==> src/rtl/smbus_eeprom_pkg.sv <==
package smbus_eeprom_pkg;
    typedef enum logic [2:0] {
        ST_IDLE,
        ST_ADDR,
        ST_ADDR_ACK,
        ST_WR_BYTE,
        ST_WR_ACK,
        ST_RD_BYTE,
        ST_RD_ACK
    } tgt_state_t;
endpackage

==> src/rtl/twi_line_sync.sv <==
module twi_line_sync #(
    parameter int STAGES = 2
) (
    input  logic clk,
    input  logic rst_n,
    input  logic scl_i,
    input  logic sda_i,
    output logic scl_s,
    output logic sda_s,
    output logic scl_rise,
    output logic scl_fall,
    output logic start_det,
    output logic stop_det
);
    logic [STAGES-1:0] scl_pipe;
    logic [STAGES-1:0] sda_pipe;
    logic              scl_prev;
    logic              sda_prev;

    generate
        if (STAGES == 1) begin : g_one
            always_ff @(posedge clk or negedge rst_n) begin
                if (!rst_n) begin
                    scl_pipe <= '1;
                    sda_pipe <= '1;
                end else begin
                    scl_pipe <= scl_i;
                    sda_pipe <= sda_i;
                end
            end
        end else begin : g_many
            always_ff @(posedge clk or negedge rst_n) begin
                if (!rst_n) begin
                    scl_pipe <= '1;
                    sda_pipe <= '1;
                end else begin
                    scl_pipe <= {scl_pipe[STAGES-2:0], scl_i};
                    sda_pipe <= {sda_pipe[STAGES-2:0], sda_i};
                end
            end
        end
    endgenerate

    always_ff @(posedge clk or negedge rst_n) begin
        if (!rst_n) begin
            scl_prev <= 1'b1;
            sda_prev <= 1'b1;
        end else begin
            scl_prev <= scl_pipe[STAGES-1];
            sda_prev <= sda_pipe[STAGES-1];
        end
    end

    assign scl_s     = scl_pipe[STAGES-1];
    assign sda_s     = sda_pipe[STAGES-1];
    assign scl_rise  = scl_s & ~scl_prev;
    assign scl_fall  = ~scl_s & scl_prev;
    assign start_det = scl_s & scl_prev & sda_prev & ~sda_s;
    assign stop_det  = scl_s & scl_prev & ~sda_prev & sda_s;
endmodule

==> src/rtl/eeprom_array.sv <==
module eeprom_array #(
    parameter int AW = 8,
    parameter int DW = 8
) (
    input  logic          clk,
    input  logic          init_we,
    input  logic [AW-1:0] init_addr,
    input  logic [DW-1:0] init_data,
    input  logic          bus_we,
    input  logic [AW-1:0] bus_addr,
    input  logic [DW-1:0] bus_data,
    input  logic [AW-1:0] rd_addr,
    output logic [DW-1:0] rd_data
);
    localparam int DEPTH = 1 << AW;

    logic [DW-1:0] cells [DEPTH];

    always_ff @(posedge clk) begin
        if (init_we) begin
            cells[init_addr] <= init_data;
        end else if (bus_we) begin
            cells[bus_addr] <= bus_data;
        end
    end

    assign rd_data = cells[rd_addr];
endmodule

==> src/rtl/smbus_eeprom_target.sv <==
module smbus_eeprom_target
    import smbus_eeprom_pkg::*;
#(
    parameter logic [6:0] BASE_ADDR   = 7'h50,
    parameter int         SEL_W       = 3,
    parameter int         PTR_W       = 8,
    parameter int         SYNC_STAGES = 2
) (
    input  logic             clk,
    input  logic             rst_n,
    input  logic             scl_i,
    input  logic             sda_i,
    output logic             sda_oe,
    input  logic [SEL_W-1:0] dev_sel,
    input  logic             init_we,
    input  logic [PTR_W-1:0] init_addr,
    input  logic [7:0]       init_data
);
    localparam int          BYTE_W   = 8;
    localparam int          CNT_W    = $clog2(BYTE_W + 1);
    localparam logic [CNT_W-1:0] FULL_CNT = CNT_W'(BYTE_W);
    localparam logic [CNT_W-1:0] LAST_CNT = CNT_W'(BYTE_W - 1);

    tgt_state_t        state;
    logic [7:0]        shreg;
    logic [CNT_W-1:0]  bitcnt;
    logic [PTR_W-1:0]  ptr;
    logic              first;
    logic              rw;
    logic              mack;

    logic scl_s, sda_s, scl_rise, scl_fall, start_det, stop_det;
    logic [6:0]        own_addr;
    logic [7:0]        rd_data;
    logic              mem_we;
    logic              ptr_load;
    logic              rd_load;
    logic              byte_done;

    twi_line_sync #(.STAGES(SYNC_STAGES)) u_sync (
        .clk      (clk),
        .rst_n    (rst_n),
        .scl_i    (scl_i),
        .sda_i    (sda_i),
        .scl_s    (scl_s),
        .sda_s    (sda_s),
        .scl_rise (scl_rise),
        .scl_fall (scl_fall),
        .start_det(start_det),
        .stop_det (stop_det)
    );

    eeprom_array #(.AW(PTR_W), .DW(8)) u_array (
        .clk      (clk),
        .init_we  (init_we),
        .init_addr(init_addr),
        .init_data(init_data),
        .bus_we   (mem_we),
        .bus_addr (ptr),
        .bus_data (shreg),
        .rd_addr  (ptr),
        .rd_data  (rd_data)
    );

    assign own_addr  = BASE_ADDR + 7'(dev_sel);
    assign byte_done = scl_fall && (bitcnt == FULL_CNT);
    assign mem_we    = (state == ST_WR_BYTE) && byte_done && !first;
    assign ptr_load  = (state == ST_WR_BYTE) && byte_done && first;
    assign rd_load   = scl_fall && (((state == ST_ADDR_ACK) && rw) ||
                                    ((state == ST_RD_ACK) && mack));

    // State register together with the shift and pointer datapath
    always_ff @(posedge clk or negedge rst_n) begin
        if (!rst_n) begin
            state  <= ST_IDLE;
            shreg  <= '0;
            bitcnt <= '0;
            ptr    <= '0;
            first  <= 1'b0;
            rw     <= 1'b0;
            mack   <= 1'b0;
        end else if (start_det) begin
            state  <= ST_ADDR;
            bitcnt <= '0;
            first  <= 1'b1;
        end else if (stop_det) begin
            state  <= ST_IDLE;
        end else begin
            unique case (state)
                ST_IDLE: begin
                end
                ST_ADDR: begin
                    if (scl_rise) begin
                        shreg  <= {shreg[6:0], sda_s};
                        bitcnt <= bitcnt + 1'b1;
                    end else if (byte_done) begin
                        if (shreg[7:1] == own_addr) begin
                            state <= ST_ADDR_ACK;
                            rw    <= shreg[0];
                        end else begin
                            state <= ST_IDLE;
                        end
                    end
                end
                ST_ADDR_ACK: begin
                    if (scl_fall) begin
                        bitcnt <= '0;
                        if (rw) begin
                            state <= ST_RD_BYTE;
                            shreg <= rd_data;
                            ptr   <= ptr + PTR_W'(1);
                        end else begin
                            state <= ST_WR_BYTE;
                        end
                    end
                end
                ST_WR_BYTE: begin
                    if (scl_rise) begin
                        shreg  <= {shreg[6:0], sda_s};
                        bitcnt <= bitcnt + 1'b1;
                    end else if (byte_done) begin
                        state <= ST_WR_ACK;
                        first <= 1'b0;
                        if (first) begin
                            ptr <= PTR_W'(shreg);
                        end else begin
                            ptr <= ptr + PTR_W'(1);
                        end
                    end
                end
                ST_WR_ACK: begin
                    if (scl_fall) begin
                        state  <= ST_WR_BYTE;
                        bitcnt <= '0;
                    end
                end
                ST_RD_BYTE: begin
                    if (scl_fall) begin
                        shreg  <= {shreg[6:0], 1'b1};
                        bitcnt <= bitcnt + 1'b1;
                        if (bitcnt == LAST_CNT) begin
                            state <= ST_RD_ACK;
                        end
                    end
                end
                ST_RD_ACK: begin
                    if (scl_rise) begin
                        mack <= ~sda_s;
                    end else if (scl_fall) begin
                        if (mack) begin
                            state  <= ST_RD_BYTE;
                            shreg  <= rd_data;
                            ptr    <= ptr + PTR_W'(1);
                            bitcnt <= '0;
                        end else begin
                            state <= ST_IDLE;
                        end
                    end
                end
                default: state <= ST_IDLE;
            endcase
        end
    end

    // Output decode: SDA pull-down
    always_comb begin
        unique case (state)
            ST_ADDR_ACK,
            ST_WR_ACK:   sda_oe = 1'b1;
            ST_RD_BYTE:  sda_oe = ~shreg[7];
            default:     sda_oe = 1'b0;
        endcase
    end
endmodule

==> config.mk <==
export PLATFORM = sky130hd
export DESIGN_NAME = smbus_eeprom_target
export DESIGN_NICKNAME = d
export VERILOG_FILES = /design/src/rtl/smbus_eeprom_pkg.sv /design/src/rtl/twi_line_sync.sv /design/src/rtl/eeprom_array.sv /design/src/rtl/smbus_eeprom_target.sv
export SDC_FILE = /design/constraint.sdc
export NUM_CORES = 2
export LEC_CHECK = 0
export ABC_AREA = 1
export ABC_CLOCK_PERIOD_IN_PS = 18900
export BUFFER_PORTS_ARGS = -buffer_cell sky130_fd_sc_hd__clkbuf_2
export CAP_MARGIN = 15
export CORE_AREA = 2 2 497 499
export CTS_CLUSTER_SIZE = 10
export DETAILED_ROUTE_END_ITERATION = 10
export DIE_AREA = 0 0 499 501
export SYNTH_ARGS = -nofsm -noshare
export SYNTH_HDL_FRONTEND = slang
export SYNTH_SLANG_ARGS = --single-unit
export TNS_END_PERCENT = 30
==> constraint.sdc <==
create_clock -name clk -period 18.9 [get_ports clk]
set_input_delay 1.89 -clock clk [delete_from_list [all_inputs] [get_ports clk]]
set_output_delay 1.89 -clock clk [all_outputs]
set_load 0.02 [all_outputs]
==> flow_summary_export.csv <==
group,metric,value,unit
setup_path,r2r-end,"shreg[0]",
yosys,seq_area_frac_synth,73.1,%
timing,rsz0062_at_grt,"no",
timing,hold_viol,0,
run_status,status,"completed",
min_path,worstHoldStart,"u_sync.sda_pipe[0]",
cts,cts_root_buffer,"clkbuf_16",
yosys,yosysUniqueCellTypes,45,
pwr,leakage,0.0313,µW
yosys,synth.avg_cell_area,11.7,µm²
cells_and_area,area_growth_syn_to_layout,11.0,%
pwr,p_per_area,133,mW/mm²
cells_and_area,nets,7207,
place,dp.cells,10171,
place,dp_hpwl,137,mm
global_route,grt_pass1_wl,360,mm
setup_path,r2r_slack,12.80,ns
setup_path,cp_max_fo,194,
floorplanning,num_rows,182,
timing,fin_setup_tns,0,ns
global_route,track_usage,19.1,%
route,via_per_inst,5.35,
yosys,syn_area,0.0852,mm²
floorplanning,fp.dieW,499,µm
min_path,hold_class,"reg2reg",
floorplanning,start_util,34.8,%
global_route,antenna_found_initial,5,
place,port_buffers,24,
yosys,synthMuxAreaShare,0.0117,%
cts,clock-sinks,2080,
cells_and_area,design_area,0.0947,mm²
yosys,synth_top_family_by_area,"simple AND/OR/NAND/NOR gates",
run,cap_violations,0,
yosys,synthCells,7306,
timing,fmax,164,MHz
cts,cts_tree,"built",
min_path,whs_path_depth,0,
cts,cts_made_buffers,227,
global_route,grt_pass1_vias,54754,
global_route,overflow,0,
yosys,synth_compound_area_share,8.83,%
yosys,synthSimpleGateAreaFrac,14.7,%
floorplanning,io_pins,25,
yosys,postSynthRegisterBits,2080,
yosys,synth_warnings,0,
timing,worst_clock_skew,0.0440,ns
route,first_pass_iters,6,
route,wl_per_cell,23.3,µm
floorplanning,coreArea,0.245,mm²
timing,setup_violations,0,
yosys,synthTopCellsByCount,"edfxtp_1, nor2_1, o21ai_0",
cts,hold_buffers,0,
global_route,grt_max_degree,211,
timing,drv_slew,0,
yosys,synth_fp_nets,7333,
cts,path_clk_slew,0.06,ns
setup_path,reg2reg_from,"ptr[0]",
yosys,yosysMostFrequentCell,"edfxtp_1",
timing,finalCritPeriodShare,32.3,%
floorplanning,die_y,501,µm
yosys,synthFlopType,"edfxtp_1",
route,drt_iter0_markers,6456,
yosys,async_reset_ff_share,1.54,%
place,place_area,0.0884,mm²
place,gp_congestion,0.879,
timing,layout_min_cycle_time,6.10,ns
yosys,synthTopCellsByArea,"edfxtp_1, nor2_1, o21ai_0, nand2_1, nand3_1",
yosys,synth_edf_count,2048,
min_path,whs_endpoint,"u_sync.sda_pipe[1]",
yosys,yosysTopAreaCellShare,72.1,%
cells_and_area,stdcell_count,10499,
cts,clockBufferDepth,3,
timing,slew_headroom,22.8,%
pwr,peakVddDrop,0.123,mV
cts,clock_latency,0.88,ns
yosys,synth_fa_ha_area_share,0.0440,%
yosys,synth_top_cell_by_area,"edfxtp_1",
cts,cts_resized,0,
setup_path,rr_worst_depth,19,
route,drc_errors,0,
floorplanning,dieArea,0.250,mm²
setup_path,worstPathRequired,19.70,ns
timing,worst_pin_slew,1.16,ns
timing,whs,0.357,ns
route,totalWireLength,244,mm
cells_and_area,layout-drive-gt1-share,5.95,%
route,num_vias,56200,
route,ant_nets,0,
setup_path,crit_type,"reg2reg",
setup_path,critPathArrivalTime,6.90,ns
cts,post_cts_buffers,0,
cts,htreeDepth,4,
setup_path,crit_path_end_kind,"register",
yosys,synth-xor-area-share,0.0719,%
setup_path,startpoint_type,"register",
==> sequential cells by signal, summed over array words and instances (netlist names), 2 cells and up <==
signal,cells
u_array.cells,2048
ptr,8
shreg,8
bitcnt,4
state,3
u_sync.scl_pipe,2
u_sync.sda_pipe,2
==> critical path, cell delays in order (launching register included) <==
cell	delay [ns]
dfrtp_4	0.73
inv_8	0.61
buf_4	0.87
buf_12	0.62
buf_4	0.81
buf_4	0.75
nand2_1	0.11
nand2_1	0.09
nand2_1	0.05
nand2_1	0.10
nand2_1	0.06
nand2_1	0.13
inv_1	0.05
a21oi_1	0.25
nor2_1	0.10
nand2_1	0.09
nand3_1	0.08
nand2_1	0.08
nand2_1	0.06
a21oi_1	0.13
==> report_power, final <==
part / total, µW / switching [µW] / internal, µW
clock network: 3920 / 1730 / 2190
registers: 5160 / 66.1 / 5100
logic: 3520 / 2620 / 903
==> stage by stage <==
| step | util, % | setup WS, ns | power [µW] |
|---|---|---|---|
| after global placement | 36.1 | 12.80 | 8720 |
| after floorplan | - | 4.34 | 7560 |
| after detailed placement | 36.1 | 12.81 | 8730 |
| after global routing | 38.7 | 12.27 | 13200 |
| after CTS | 38.7 | 12.78 | 12600 |
| final | 38.7 | 12.80 | 12600 |
==> metal layers <==
layer	track usage [%]	up-vias	part of all wire [%]
met5	0	-	0.011
met4	8.28	4	4.2
met3	3.31	460	8.0
met2	30.9	2473	47
met1	25.2	27936	41
li1	-	25327	-
==> worst max path at each step <==
stage                 start                   to  slack, ns  depth (start not counted)
CTS                  ptr[0]             shreg[0]      12.78                         19
global placement     ptr[0]             shreg[0]      12.80                         19
floorplan           init_we  u_array.cells[0][0]       4.34                          5
global route         ptr[0]             shreg[0]      12.27                         19
finish               ptr[0]             shreg[0]      12.80                         19
detailed placement   ptr[0]             shreg[0]      12.81                         19
==> layout make-up <==
class                   count  area, µm²
well taps                3220       4030
clock buffers             309       6040
flip-flops and latches   2080      62300
clock inverters            17        243
inverters                 213        822
fillers                 23096     150000
multi-input cells        4545      20300
diodes                      2       5.00
repair buffers            113        938
==> cell families after synthesis <==
| group | Yosys count |
|---|---|
| AOI/OAI and AO/OA | 1382 |
| xor gates and xnor gates | 7 |
| adders and majority gates | 3 |
| buffers and inverters | 681 |
| DFF | 2080 |
| muxes | 1 |
| and+or+nand+nor | 3152 |
==> cell usage in the layout (no fill, tap or decap), types with 7 or more instances in the layout <==
cell type / count
clkbuf_2: 24
buf_12: 12
a21oi_1: 117
nor2_1: 1804
xor2_1: 7
o211ai_1: 181
inv_2: 8
nor2_4: 10
o21ai_0: 988
nand3_1: 386
dfrtp_1: 22
clkbuf_16: 229
edfxtp_1: 2048
inv_1: 196
nand2_1: 914
nand2_2: 10
buf_4: 77
o21ai_4: 11
clkbuf_1: 79
o22ai_1: 66
(Power assumes the default switching activity.)
